[config.mk]
export PLATFORM = sky130hd
export DESIGN_NAME = gpio_irq_bank
export DESIGN_NICKNAME = d
export VERILOG_FILES = /design/src/rtl/gpio_bank_pkg.sv /design/src/rtl/gpio_bank_sync.sv /design/src/rtl/gpio_bank_detect.sv /design/src/rtl/gpio_bank_regs.sv /design/src/rtl/gpio_irq_bank.sv
export SDC_FILE = /design/constraint.sdc
export NUM_CORES = 1
export LEC_CHECK = 0
export BUFFER_PORTS_ARGS = -buffer_cell sky130_fd_sc_hd__buf_4
export CORE_AREA = 2 2 257 259
export CTS_CLUSTER_SIZE = 16
export DETAILED_ROUTE_END_ITERATION = 8
export DIE_AREA = 0 0 259 261
export PLACE_DENSITY_LB_ADDON = 0.3
export SKIP_CTS_REPAIR_TIMING = 1
export SLEW_MARGIN = 20
export SYNTH_ARGS = -nofsm -noshare
export SYNTH_HDL_FRONTEND = slang
export SYNTH_SLANG_ARGS = --single-unit
[constraint.sdc]
create_clock -name clk -period 2.27 [get_ports clk]
set_clock_uncertainty 0.05 [all_clocks]
set_input_delay 0 -clock clk [delete_from_list [all_inputs] [get_ports clk]]
set_output_delay 0 -clock clk [all_outputs]
set_load 0.02 [all_outputs]
[src/rtl/gpio_bank_pkg.sv]
package gpio_bank_pkg;
  localparam int ADDR_W = 7;
  localparam int BUS_W  = 32;

  typedef enum logic [3:0] {
    SEL_NONE, SEL_ROLE, SEL_DIR, SEL_DOUT, SEL_DIN, SEL_PEND, SEL_CLR,
    SEL_MASK, SEL_UNMASK, SEL_SENSE, SEL_EDGE, SEL_FILT, SEL_BOTH
  } reg_sel_e;

  function automatic reg_sel_e decode_addr(input logic [ADDR_W-1:0] a);
    reg_sel_e s;
    case (a[ADDR_W-1:2])
      5'h00:   s = SEL_ROLE;
      5'h01:   s = SEL_DIR;
      5'h02:   s = SEL_DOUT;
      5'h03:   s = SEL_DIN;
      5'h04:   s = SEL_PEND;
      5'h05:   s = SEL_CLR;
      5'h06:   s = SEL_MASK;
      5'h07:   s = SEL_UNMASK;
      5'h08:   s = SEL_SENSE;
      5'h09:   s = SEL_EDGE;
      5'h0A:   s = SEL_FILT;
      5'h13:   s = SEL_BOTH;
      default: s = SEL_NONE;
    endcase
    if (a[1:0] != 2'b00) s = SEL_NONE;
    return s;
  endfunction
endpackage

[src/rtl/gpio_bank_sync.sv]
module gpio_bank_sync #(
  parameter int NPINS  = 32,
  parameter int STAGES = 2
) (
  input  logic             clk,
  input  logic             rst_n,
  input  logic [NPINS-1:0] async_i,
  output logic [NPINS-1:0] sync_o
);
  logic [NPINS-1:0] stg_q [STAGES];

  for (genvar s = 0; s < STAGES; s++) begin : g_stage
    always_ff @(posedge clk) begin
      if (!rst_n) stg_q[s] <= '0;
      else if (s == 0) stg_q[s] <= async_i;
      else stg_q[s] <= stg_q[(s == 0) ? 0 : s-1];
    end
  end

  assign sync_o = stg_q[STAGES-1];
endmodule

[src/rtl/gpio_bank_detect.sv]
module gpio_bank_detect #(
  parameter int NPINS = 32
) (
  input  logic             clk,
  input  logic             rst_n,
  input  logic [NPINS-1:0] lvl_i,
  input  logic [NPINS-1:0] role_i,
  input  logic [NPINS-1:0] sense_i,
  input  logic [NPINS-1:0] edge_sel_i,
  input  logic [NPINS-1:0] both_i,
  input  logic [NPINS-1:0] clr_i,
  output logic [NPINS-1:0] pend_o
);
  logic [NPINS-1:0] prev_q;
  logic [NPINS-1:0] flag_q;
  logic [NPINS-1:0] hit;

  for (genvar i = 0; i < NPINS; i++) begin : g_pin
    logic rise, fall, want;
    assign rise = lvl_i[i] & ~prev_q[i];
    assign fall = ~lvl_i[i] & prev_q[i];
    assign want = both_i[i] ? (rise | fall) : (sense_i[i] ? fall : rise);
    assign hit[i] = role_i[i] & edge_sel_i[i] & want;
    assign pend_o[i] = role_i[i] &
                       (edge_sel_i[i] ? flag_q[i] : (lvl_i[i] ^ sense_i[i]));
  end

  always_ff @(posedge clk) begin
    if (!rst_n) begin
      prev_q <= '0;
      flag_q <= '0;
    end else begin
      prev_q <= lvl_i;
      flag_q <= (flag_q & ~clr_i) | hit;
    end
  end

  // a flag never rises without a detected transition
  a_r6_flag_has_cause: assert property (@(posedge clk) disable iff (!rst_n)
    1'b1 |=> ((flag_q & ~$past(flag_q) & ~$past(hit)) == '0));
  // a clear with no concurrent event leaves the flag low
  a_r8_clear_drops: assert property (@(posedge clk) disable iff (!rst_n)
    1'b1 |=> ((flag_q & $past(clr_i & ~hit)) == '0));
endmodule

[src/rtl/gpio_bank_regs.sv]
module gpio_bank_regs
  import gpio_bank_pkg::*;
#(
  parameter int NPINS = 32
) (
  input  logic              clk,
  input  logic              rst_n,
  input  logic              req_valid,
  input  logic              req_write,
  input  logic [ADDR_W-1:0] req_addr,
  input  logic [BUS_W-1:0]  req_wdata,
  input  logic [NPINS-1:0]  din_i,
  input  logic [NPINS-1:0]  pend_i,
  output logic [NPINS-1:0]  role_o,
  output logic [NPINS-1:0]  dir_o,
  output logic [NPINS-1:0]  dout_o,
  output logic [NPINS-1:0]  sense_o,
  output logic [NPINS-1:0]  edge_sel_o,
  output logic [NPINS-1:0]  both_o,
  output logic [NPINS-1:0]  mask_o,
  output logic [NPINS-1:0]  clr_o,
  output logic              rsp_valid,
  output logic [BUS_W-1:0]  rsp_rdata
);
  reg_sel_e         sel;
  logic             wr_en, rd_en;
  logic [NPINS-1:0] wd, filt_q, rd_word;
  logic [BUS_W-1:0] rd_ext;

  assign sel   = decode_addr(req_addr);
  assign wr_en = req_valid & req_write;
  assign rd_en = req_valid & ~req_write;
  assign wd    = req_wdata[NPINS-1:0];
  assign clr_o = (wr_en && sel == SEL_CLR) ? wd : '0;

  always_ff @(posedge clk) begin
    if (!rst_n) begin
      role_o <= '0; dir_o <= '0; dout_o <= '0; sense_o <= '0;
      edge_sel_o <= '0; both_o <= '0; mask_o <= '0; filt_q <= '0;
    end else if (wr_en) begin
      case (sel)
        SEL_ROLE:   role_o     <= wd;
        SEL_DIR:    dir_o      <= wd;
        SEL_DOUT:   dout_o     <= wd;
        SEL_SENSE:  sense_o    <= wd;
        SEL_EDGE:   edge_sel_o <= wd;
        SEL_BOTH:   both_o     <= wd;
        SEL_FILT:   filt_q     <= wd;
        SEL_MASK:   mask_o     <= mask_o & wd;
        SEL_UNMASK: mask_o     <= mask_o | wd;
        default: ;
      endcase
    end
  end

  always_comb begin
    case (sel)
      SEL_ROLE:   rd_word = role_o;
      SEL_DIR:    rd_word = dir_o;
      SEL_DOUT:   rd_word = dout_o;
      SEL_DIN:    rd_word = din_i;
      SEL_PEND:   rd_word = pend_i;
      SEL_MASK:   rd_word = mask_o;
      SEL_UNMASK: rd_word = mask_o;
      SEL_SENSE:  rd_word = sense_o;
      SEL_EDGE:   rd_word = edge_sel_o;
      SEL_FILT:   rd_word = filt_q;
      SEL_BOTH:   rd_word = both_o;
      default:    rd_word = '0;
    endcase
    rd_ext = '0;
    rd_ext[NPINS-1:0] = rd_word;
  end

  always_ff @(posedge clk) begin
    if (!rst_n) begin
      rsp_valid <= 1'b0;
      rsp_rdata <= '0;
    end else begin
      rsp_valid <= rd_en;
      rsp_rdata <= rd_en ? rd_ext : '0;
    end
  end

  // enable-set writes turn on every bit written as 1
  a_r9_unmask_sets: assert property (@(posedge clk) disable iff (!rst_n)
    (wr_en && sel == SEL_UNMASK) |=> ((mask_o & $past(wd)) == $past(wd)));
  // a write to the enable/disable register never enables a pin
  a_r9_mask_no_set: assert property (@(posedge clk) disable iff (!rst_n)
    (wr_en && sel == SEL_MASK) |=> ((mask_o & ~$past(mask_o)) == '0));
endmodule

[src/rtl/gpio_irq_bank.sv]
module gpio_irq_bank
  import gpio_bank_pkg::*;
#(
  parameter int NPINS = 32
) (
  input  logic              clk,
  input  logic              rst_n,
  input  logic              req_valid,
  input  logic              req_write,
  input  logic [ADDR_W-1:0] req_addr,
  input  logic [BUS_W-1:0]  req_wdata,
  output logic              rsp_valid,
  output logic [BUS_W-1:0]  rsp_rdata,
  input  logic [NPINS-1:0]  pin_in,
  output logic [NPINS-1:0]  pin_out,
  output logic [NPINS-1:0]  pin_oe,
  output logic              irq_out
);
  logic [NPINS-1:0] lvl, pend, role, dir, dout, sense, edge_sel, both, mask, clr;

  gpio_bank_sync #(.NPINS(NPINS), .STAGES(2)) u_sync (
    .clk(clk), .rst_n(rst_n), .async_i(pin_in), .sync_o(lvl)
  );

  gpio_bank_regs #(.NPINS(NPINS)) u_regs (
    .clk(clk), .rst_n(rst_n),
    .req_valid(req_valid), .req_write(req_write), .req_addr(req_addr),
    .req_wdata(req_wdata), .din_i(lvl), .pend_i(pend),
    .role_o(role), .dir_o(dir), .dout_o(dout), .sense_o(sense),
    .edge_sel_o(edge_sel), .both_o(both), .mask_o(mask), .clr_o(clr),
    .rsp_valid(rsp_valid), .rsp_rdata(rsp_rdata)
  );

  gpio_bank_detect #(.NPINS(NPINS)) u_detect (
    .clk(clk), .rst_n(rst_n), .lvl_i(lvl), .role_i(role), .sense_i(sense),
    .edge_sel_i(edge_sel), .both_i(both), .clr_i(clr), .pend_o(pend)
  );

  assign pin_out = dout;
  assign pin_oe  = dir & ~role;
  assign irq_out = |(pend & mask);

  // the interrupt line needs at least one enabled pin
  a_r10_irq_needs_enable: assert property (@(posedge clk) disable iff (!rst_n)
    irq_out |-> (mask != '0));
  // the interrupt line needs at least one pending pin
  a_r10_irq_needs_pending: assert property (@(posedge clk) disable iff (!rst_n)
    irq_out |-> (pend != '0));
endmodule

==> results.json, run 1 <==
{
  "reg2reg_setup_slack_ns": 0.51,
  "synth_cell_types": 63,
  "fin_crit_sh_pct": 113.2,
  "drtIter0Drc": 1689,
  "tns_ns": -0.2986,
  "fmax_mhz": 389.3,
  "design.die.area_mm2": 0.06760,
  "grt_util_met2_pct": 34.63,
  "fp.dieH_um": 261,
  "area_delta_synth_final_pct": 28.26,
  "htreeDepth": 2,
  "ys_ff_latch": 417,
  "hold_violations": 0,
  "tightest_slew_ns": 0.8890,
  "synth.cell_area_mm2": 0.01987,
  "ioPinCount": 173,
  "cp-end-kind": "primary output",
  "synth_edf_count": 0,
  "synth_nets": 2532,
  "setup_viol": 1,
  "violations": "setup timing",
  "peakVddDrop_v": 0.0006237,
  "cts_root_buffer": "clkbuf_16",
  "cts_tree": "built",
  "drc": 0,
  "comb_power_share_pct": 6.4,
  "dr.pass1.iters": 5,
  "numPortBuffers": 172,
  "worstSkewPairLatency_ns": 0.61,
  "switching_share_pct": 23.54,
  "p_int_mw": 12.80,
  "regToRegStartpoint": "u_sync.stg_q[1][1]$_SDFF_PN0_",
  "rsz0062_at_grt": "yes",
  "path_class": "reg -> out",
  "drt-total-wl_mm": 75.87,
  "critical_path_required_ns": 2.22,
  "pwr-share-seq_pct": 44.6,
  "grt_max_degree": 212,
  "met3_usage_pct": 4.239,
  "top_usage_layer": "met2",
  "hold_path.class": "in -> reg",
  "avgSynthCellArea_um2": 8.310,
  "maxCapViolations": 0,
  "worstPathArrival_ns": 2.52,
  "min_path_cells": 6,
  "synth_area_leaders": "dfxtp_1 42%, nand2_1 11%, a21boi_0 6.7%, a21boi_1 4.2%, ha_1 4.2%",
  "yosys_warnings": 0,
  "die_w_um": 259,
  "layout.nets": 2792,
  "path_clk_slew_ns": 0.07,
  "syn_inst": 2391,
  "initial_utilization_pct": 30.55,
  "hold_start": "req_valid",
  "crit_fanout": 4,
  "power_leakage_nw": 9.335,
  "worstSetupStartpointType": "flip-flop",
  "gp_congestion": 0.9134,
  "fin_util_pct": 39.18,
  "grtUsageMet1_pct": 29.36,
  "period_minus_slack_ns": 2.569,
  "holdPathEnd": "u_regs.rsp_rdata[3]$_SDFF_PN0_",
  "antenna_found_initial": 1,
  "status": "complete, but fails checks",
  "synth_common_cells": "595 x nand2_1, 417 x dfxtp_1, 177 x a21boi_0",
  "pwr-share-clk_pct": 49.1,
  "clkSinkCount": 417,
  "setup_slack_ns": -0.2986,
  "r2r-end": "u_regs.rsp_rdata[1]$_SDFF_PN0_",
  "grt_pass1_wl_mm": 112.2,
  "reg2reg_depth": 6,
  "synth_top_cell_by_area": "dfxtp_1",
  "hpwl_mm": 50.57,
  "wire_per_inst_um": 21.36,
  "max_slew_margin_pct": 40.73,
  "fp.coreArea_mm2": 0.06504,
  "std_cell_rows": 94,
  "clock_path_buffers": 3,
  "synthFlopType": "dfxtp_1",
  "numCtsBuffers": 49,
  "grt_pass1_vias": 17700,
  "yosys.area.top_type_share_pct": 42.02,
  "num_antenna_cells": 0,
  "vias_per_cell": 5.197,
  "power_density_mw_per_mm2": 657.0,
  "grt.total_usage_pct": 21.85,
  "postRouteAntennaNets": 0,
  "maxSlewViolCount": 0,
  "switching_power_mw": 3.941,
  "vias": 18460,
  "grt.overflow.total": 0,
  "whs_ns": 0.001380,
  "async_flop_share_pct": 0,
  "yosysMostFrequentCell": "nand2_1",
  "seq_area_frac_synth_pct": 42.02,
  "drive_gt1_share_pct": 17.94
}
stage by stage:
step	total power, mW	worst slack [ns]	instances	cell area (um2)
global placement	8.564	-0.3072	3392	22980
global route	17.23	-0.3512	3551	25480
detailed placement	8.579	-0.3426	3392	22980
CTS	16.77	-0.4915	3479	24650
finish	16.74	-0.2986	3551	25480
floorplan	8.122	0.1235	2391	19870
cell type report:
cell class	instances	area [um2]
tap	864	1081
fill	6476	39560
clock inverter	15	163.9
clock buffer	72	1505
multi-input combinational	1681	10500
inverter	110	412.9
timing repair buffer	392	3456
sequential	417	8362
registers in the layout, indices dropped and copies added (netlist names):
| signal | flops |
|---|---|
| u_detect.prev_q | 32 |
| u_regs.sense_o | 32 |
| u_regs.both_o | 32 |
| u_regs.mask_o | 32 |
| u_regs.rsp_valid | 1 |
| u_regs.filt_q | 32 |
| u_regs.dout_o | 32 |
| u_regs.role_o | 32 |
| u_regs.dir_o | 32 |
| u_detect.flag_q | 32 |
| u_regs.edge_sel_o | 32 |
| u_sync.stg_q | 64 |
| u_regs.rsp_rdata | 32 |
worst max-delay path by stage:
stage / start / to / slack, ns / cells after the start
after global routing: u_regs.sense_o[11]$_SDFFE_PN0P_ / irq_out / -0.35 / 7
after floorplan: req_addr[2] / u_regs.dir_o[10]$_SDFFE_PN0P_ / 0.12 / 11
after detailed placement: req_addr[2] / u_regs.rsp_rdata[1]$_SDFF_PN0_ / -0.34 / 9
final: u_regs.sense_o[30]$_SDFFE_PN0P_ / irq_out / -0.30 / 6
after CTS: u_sync.stg_q[1][12]$_SDFF_PN0_ / irq_out / -0.49 / 6
after global placement: req_addr[2] / u_regs.rsp_rdata[18]$_SDFF_PN0_ / -0.31 / 10
critical path, cell delays in order, from the launching register on:
cell	delay (ns)
dfxtp_1	0.36
xor2_1	0.20
o2111ai_2	0.35
o2111ai_2	0.21
nor4_2	0.24
nand4_1	0.30
buf_6	0.24
routing by layer:
metal | part of all wire [%] | vias up
li1 | - | 8630
met1 | 44 | 8881
met2 | 44 | 775
met3 | 8.1 | 168
met4 | 3.7 | 2
met5 | 0.014 | -
placed cells by master, fill, tap and decap left out, types with 25 or more instances in the layout:
master	n
nor2_1	52
and2_1	102
nand2_1	595
a21boi_0	177
nand2b_1	25
o2111ai_1	46
mux2_2	44
a22oi_1	29
dfxtp_1	408
buf_12	26
nor2b_1	34
a21oi_1	63
o22ai_1	28
buf_4	294
o21ai_0	77
clkbuf_16	51
inv_1	110
dlygate4sd3_1	69
mux2i_1	50
a21boi_1	111
ha_1	66
kinds of logic after synthesis:
group	synth area share, %
simple gates	18.74
compound gates	22.71
flops	42.02
buf+inv	5.863
mux	5.013
fa+ha+maj	4.156
xor+xnor	1.499
power groups by stage:
stage,registers [mW],logic [mW],clock network (mW)
after CTS,7.46,0.964,8.35
after global placement,7.62,0.945,0
after floorplan,7.60,0.519,0
after detailed placement,7.62,0.959,0
after global routing,7.47,1.14,8.62
final,7.46,1.07,8.21
Note: power is estimated with default switching activity, not from simulation.
==> inputs of run 2 (changes only) <==
CORE_AREA = 2 2 245 271   (was 2 2 257 259)
DIE_AREA = 0 0 247 273   (was 0 0 259 261)
==> run 2 against run 1 <==
Compared with the run above: the run still ends with setup timing left; global-route usage about the same; combinational power barely moved; sequential power hardly changed; count of clock-buffer cells in the layout shrank 15; first-iteration DRC count fell by 13%; critical path type unchanged; sequential cell count stayed put.
==> results.json, run 2 (synthesis gave the netlist of run 1 again) <==
{
  "status": "complete, but fails checks",
  "violations": "setup timing",
  "clkSinkCount": 417,
  "drtIter0Drc": 1473,
  "numPortBuffers": 172,
  "gp_congestion": 0.9229,
  "grt.total_usage_pct": 21.89,
  "critPathMostFrequentCell": "buf_4",
  "worstPathCellList": "xor2_1 -> o2111ai_2 -> buf_4 -> o2111ai_4 -> nor4_2 -> nand4_1 -> buf_4 -> buf_6",
  "critPathSlowestCell": "dfxtp_4",
  "drt-total-wl_mm": 75.70,
  "crit_fanout": 4,
  "fmax_mhz": 383.3,
  "power_leakage_nw": 9.519,
  "max_slew_margin_pct": 22.64,
  "area_delta_synth_final_pct": 29.70,
  "std_cell_rows": 98,
  "vias_per_cell": 5.159,
  "worstSetupStartpointType": "flip-flop",
  "dp_slack_ns": -0.4527,
  "path_clk_slew_ns": 0.06,
  "regMostFlops": "u_sync.stg_q",
  "worstPathArrival_ns": 2.56,
  "drc": 0,
  "numCtsBuffers": 47,
  "maxCapViolations": 0,
  "hold_path.class": "in -> reg",
  "antenna_found_initial": 1,
  "setup_viol": 1,
  "cts_root_buffer": "clkbuf_16",
  "cts_tree": "built",
  "hold_violations": 0,
  "design.die.area_mm2": 0.06743,
  "slowest_delay_ns": 0.35,
  "critical_path_required_ns": 2.22,
  "htreeDepth": 2,
  "layout.nets": 2845,
  "power_density_mw_per_mm2": 628.9,
  "peakVddDrop_v": 0.0005060,
  "num_antenna_cells": 0,
  "fin_crit_sh_pct": 114.9,
  "critPathTopFamily": "buffers and inverters",
  "postRouteAntennaNets": 0,
  "clock_path_buffers": 3,
  "initial_utilization_pct": 30.75,
  "setup_slack_ns": -0.3388,
  "largest_reg_flops": 64,
  "drive_gt1_share_pct": 19.69,
  "fp.dieH_um": 273,
  "dr.pass1.iters": 6,
  "ioPinCount": 173,
  "tightest_slew_ns": 1.158,
  "path_class": "reg -> out",
  "wire_per_inst_um": 21.10,
  "whs_ns": 0.05301,
  "cp-end-kind": "primary output",
  "maxSlewViolCount": 0,
  "crit_buf_inv": 3,
  "mostFrequentLayoutCells": "595 x nand2_1, 405 x dfxtp_1, 351 x buf_4",
  "grt_pass1_wl_mm": 111.5,
  "hpwl_mm": 51.42,
  "vias": 18510,
  "grt_pass1_vias": 17720,
  "worstSkewPairLatency_ns": 0.59,
  "rsz0062_at_grt": "yes",
  "layout_commonest_cell": "nand2_1",
  "fin_util_pct": 39.88,
  "fp.coreArea_mm2": 0.06462,
  "grt.overflow.total": 0,
  "period_minus_slack_ns": 2.609,
  "die_w_um": 247,
  "grt_max_degree": 247
}
run 2: cell count changes in the layout (fill, tap and decap cells not counted), moves of 3 or more:
cell,before,now
buf_4,294,351
clkbuf_16,51,47
clkbuf_8,15,4
clkinv_2,8,12
clkinvlp_4,1,5
dfxtp_1,408,405
dfxtp_4,1,4
run 2: stage by stage:
step | area [um2] | setup TNS [ns] | total power, mW | cells
after detailed placement | 23360 | -39.47 | 8.601 | 3432
final | 25770 | -0.3388 | 16.21 | 3587
after global routing | 25770 | -0.3710 | 16.69 | 3587
after floorplan | 19870 | 0 | 8.122 | 2391
after global placement | 23360 | -28.12 | 8.585 | 3432
after CTS | 24870 | -0.5135 | 16.23 | 3514
run 2: layout make-up:
cell class                 count  area, um2
inverter                     110      412.9
timing repair buffer         447       3864
fill                        6421      38850
tap                          850       1064
sequential                   417       8373
clock inverter                25      252.7
multi-input combinational   1681      10550
clock buffer                  57       1254
run 2: metal layers:
| metal | GRT usage (%) | part of all wire, % | up-vias |
|---|---|---|---|
| li1 | - | - | 8710 |
| met1 | 28.77 | 43 | 8905 |
| met2 | 35.08 | 46 | 715 |
| met3 | 3.329 | 6.9 | 175 |
| met4 | 10.37 | 4.7 | 0 |
| met5 | 0 | 0 | - |
run 2: power breakdown:
part	internal [mW]	leakage, nW	switching, mW	total [mW]
registers	7.39	3.38	0.0603	7.45
logic	0.511	5.40	0.581	1.09
clock network	4.39	0.737	3.27	7.66
run 2: final timing paths:
path / startpoint / to / slack [ns] / depth (start not counted)
max: u_regs.sense_o[8]$_SDFFE_PN0P_ / irq_out / -0.34 / 8
min: req_addr[6] / u_regs.rsp_rdata[6]$_SDFF_PN0_ / 0.05 / 5
max reg2reg: u_regs.sense_o[1]$_SDFFE_PN0P_ / u_regs.rsp_rdata[1]$_SDFF_PN0_ / 0.50 / 6
min reg2reg: u_sync.stg_q[0][25]$_SDFF_PN0_ / u_sync.stg_q[1][25]$_SDFF_PN0_ / 0.38 / 1
run 2: worst register-to-register path: cells and delay by family, from the launching register on:
kind | cells | cell delay [ns]
buffers and inverters | 1 | 0.17
AO/OA/AOI/OAI | 4 | 0.89
XOR/XNOR | 1 | 0.18
flip-flops | 1 | 0.34
==> inputs of run 3 (changes only) <==
--- a/constraint.sdc
+++ b/constraint.sdc
@@ -4,2 +4,2 @@
 set_output_delay 0 -clock clk [all_outputs]
-set_load 0.02 [all_outputs]
+set_load 0.005 [all_outputs]
==> run 3 against run 2 <==
Compared with the run above: cell count shrank 0.22%; register-to-register slack lost 0.02 ns; setup slack gained 0.048 ns; critical path type unchanged; critical path depth is the same; highest routed layer unchanged; die area is the same; utilization shrank 0.13 points; sequential share of layout area is essentially flat; total power grew 1.7%; the flow still finishes with violations (setup timing).
==> results.json, run 3 (synthesis gave the netlist of run 1 again) <==
{
  "status": "complete, but fails checks",
  "critPathSlowestCell": "o211ai_1",
  "multiInputGateArea_mm2": 0.01049,
  "drt-total-wl_mm": 75.51,
  "whs_ns": 0.08457,
  "power_leakage_nw": 9.492,
  "initial_utilization_pct": 30.75,
  "slowest_delay_ns": 0.42,
  "dr.pass1.iters": 5,
  "numPortBuffers": 172,
  "power_density_mw_per_mm2": 641.5,
  "maxSlewViolCount": 0,
  "grt_max_degree": 247,
  "ioPinCount": 173,
  "fp.coreArea_mm2": 0.06462,
  "vias": 18540,
  "tightest_slew_ns": 1.052,
  "switching_power_mw": 3.820,
  "wl_met2_mm": 34.34,
  "path_clk_slew_ns": 0.06,
  "max_slew_margin_pct": 29.73,
  "path_class": "reg -> out",
  "largest_reg_flops": 64,
  "reg2reg_depth": 6,
  "rsz0062_at_grt": "yes",
  "p_int_mw": 12.66,
  "critPathMostFrequentCell": "buf_4",
  "peakVddDrop_v": 0.0005500,
  "cts_root_buffer": "clkbuf_16",
  "hold_violations": 0,
  "grt_pass1_vias": 17720,
  "worstSkewPairLatency_ns": 0.60,
  "drtIter0Drc": 1513,
  "hold_path.class": "in -> reg",
  "cp-end-kind": "primary output",
  "fmax_mhz": 390.4,
  "drc": 0,
  "power_mw": 16.48,
  "tns_ns": -0.2912,
  "routed.top_layer": "met4",
  "wl_met1_mm": 32.72,
  "worstPathCellList": "xor2_1 -> o211ai_1 -> o22ai_1 -> nor3_2 -> buf_4 -> nand4_1 -> buf_4 -> buf_6",
  "die_w_um": 247,
  "antenna_found_initial": 0,
  "reg2reg_setup_slack_ns": 0.48,
  "worstPathArrival_ns": 2.51,
  "switching_share_pct": 23.18,
  "fillCellCount": 6522,
  "crit_fanout": 4,
  "drive_gt1_share_pct": 18.88,
  "fp.dieH_um": 273,
  "dpl-instance-area_mm2": 0.02331,
  "regMostFlops": "u_sync.stg_q",
  "wire_per_inst_um": 21.10,
  "period_minus_slack_ns": 2.561,
  "hpwl_mm": 51.44,
  "setup_viol": 1,
  "numCtsBuffers": 47,
  "gp_congestion": 0.9142,
  "regToRegStartpoint": "u_sync.stg_q[1][1]$_SDFF_PN0_",
  "mostFrequentLayoutCells": "595 x nand2_1, 412 x dfxtp_1, 340 x buf_4",
  "layout.nets": 2833,
  "pwr-share-seq_pct": 45.3,
  "setup_slack_ns": -0.2912,
  "vias_per_cell": 5.179,
  "design.die.area_mm2": 0.06743,
  "maxCapViolations": 0,
  "comb_power_share_pct": 6.6,
  "layout_commonest_cell": "nand2_1",
  "std_cell_rows": 98,
  "postRouteAntennaNets": 0,
  "grt.overflow.total": 0,
  "stdcell_area_mm2": 0.02569,
  "area_delta_synth_final_pct": 29.28,
  "setup.worst_path.start": "u_regs.sense_o[10]$_SDFFE_PN0P_",
  "grt_pass1_wl_mm": 111.3,
  "regArea_mm2": 0.008357,
  "fin_crit_sh_pct": 112.8,
  "critical_path_required_ns": 2.22,
  "clkSinkCount": 417,
  "violations": "setup timing",
  "r2r-end": "u_regs.rsp_rdata[1]$_SDFF_PN0_",
  "crit_end": "irq_out",
  "grt.total_usage_pct": 21.77,
  "clock_path_buffers": 3,
  "wl_met3_mm": 5.022,
  "cts_tree": "built",
  "htreeDepth": 2,
  "worstSetupStartpointType": "flip-flop",
  "pwr-share-clk_pct": 48.2
}
-- run 3: changes by cell type in the layout (fill, tap and decap cells not counted), sizes merged --
cell / previous run / this run
buf: 380 / 368
clkbuf: 57 / 70
clkinv: 14 / 9
clkinvlp: 5 / 1
diode: 0 / 1
inv: 112 / 111
-- run 3: how the worst min path moves through the flow --
stage	startpoint	to	slack (ns)	cells after the start
floorplan	req_write	u_regs.rsp_valid$_SDFF_PN0_	0.04	1
global placement	pin_in[12]	u_sync.stg_q[0][12]$_SDFF_PN0_	0.16	2
detailed placement	pin_in[7]	u_sync.stg_q[0][7]$_SDFF_PN0_	0.16	2
CTS	pin_in[11]	u_sync.stg_q[0][11]$_SDFF_PN0_	-0.46	2
global route	pin_in[13]	u_sync.stg_q[0][13]$_SDFF_PN0_	0.11	3
finish	req_addr[6]	u_regs.rsp_rdata[6]$_SDFF_PN0_	0.08	5
-- run 3: routing by layer --
layer  track usage [%]  vias to the layer above
li1                  -                     8712
met4             9.829                        0
met1             28.49                     8921
met2             34.96                      725
met5                 0                        -
met3             3.702                      179
-- run 3: cell type report --
class,count,share of cell area [%]
antenna,1,0.009742
clock buffer,70,5.509
clock inverter,15,0.7063
inverter,110,1.607
multi-input combinational,1681,40.82
sequential,417,32.53
tap,850,4.140
timing repair buffer,435,14.68
-- run 3: worst max-delay path, delay by kind of cell (launching register included) --
family | cells | cell delay, ns
xor gates and xnor gates | 1 | 0.17
and+or+nand+nor | 2 | 0.35
buffers and inverters | 3 | 0.45
AOI/OAI and AO/OA | 2 | 0.59
DFF | 1 | 0.36
-- run 3: power groups by stage --
stage               Combinational (mW)  Clock [mW]  Sequential, mW
floorplan                        0.517           0            7.60
CTS                              0.978        8.10            7.46
detailed placement               0.975           0            7.62
global placement                 0.963           0            7.62
finish                            1.08        7.94            7.46
global route                      1.15        8.37            7.46
-- run 3: per-stage QoR --
stage / worst slack (ns) / instances / util [%]
detailed placement: -0.4630 / 3425 / 36.08
global placement: -0.4421 / 3425 / 36.08
floorplan: 0.1235 / 2391 / -
global route: -0.3520 / 3578 / 39.75
CTS: -0.4456 / 3510 / 38.55
finish: -0.2912 / 3579 / 39.75
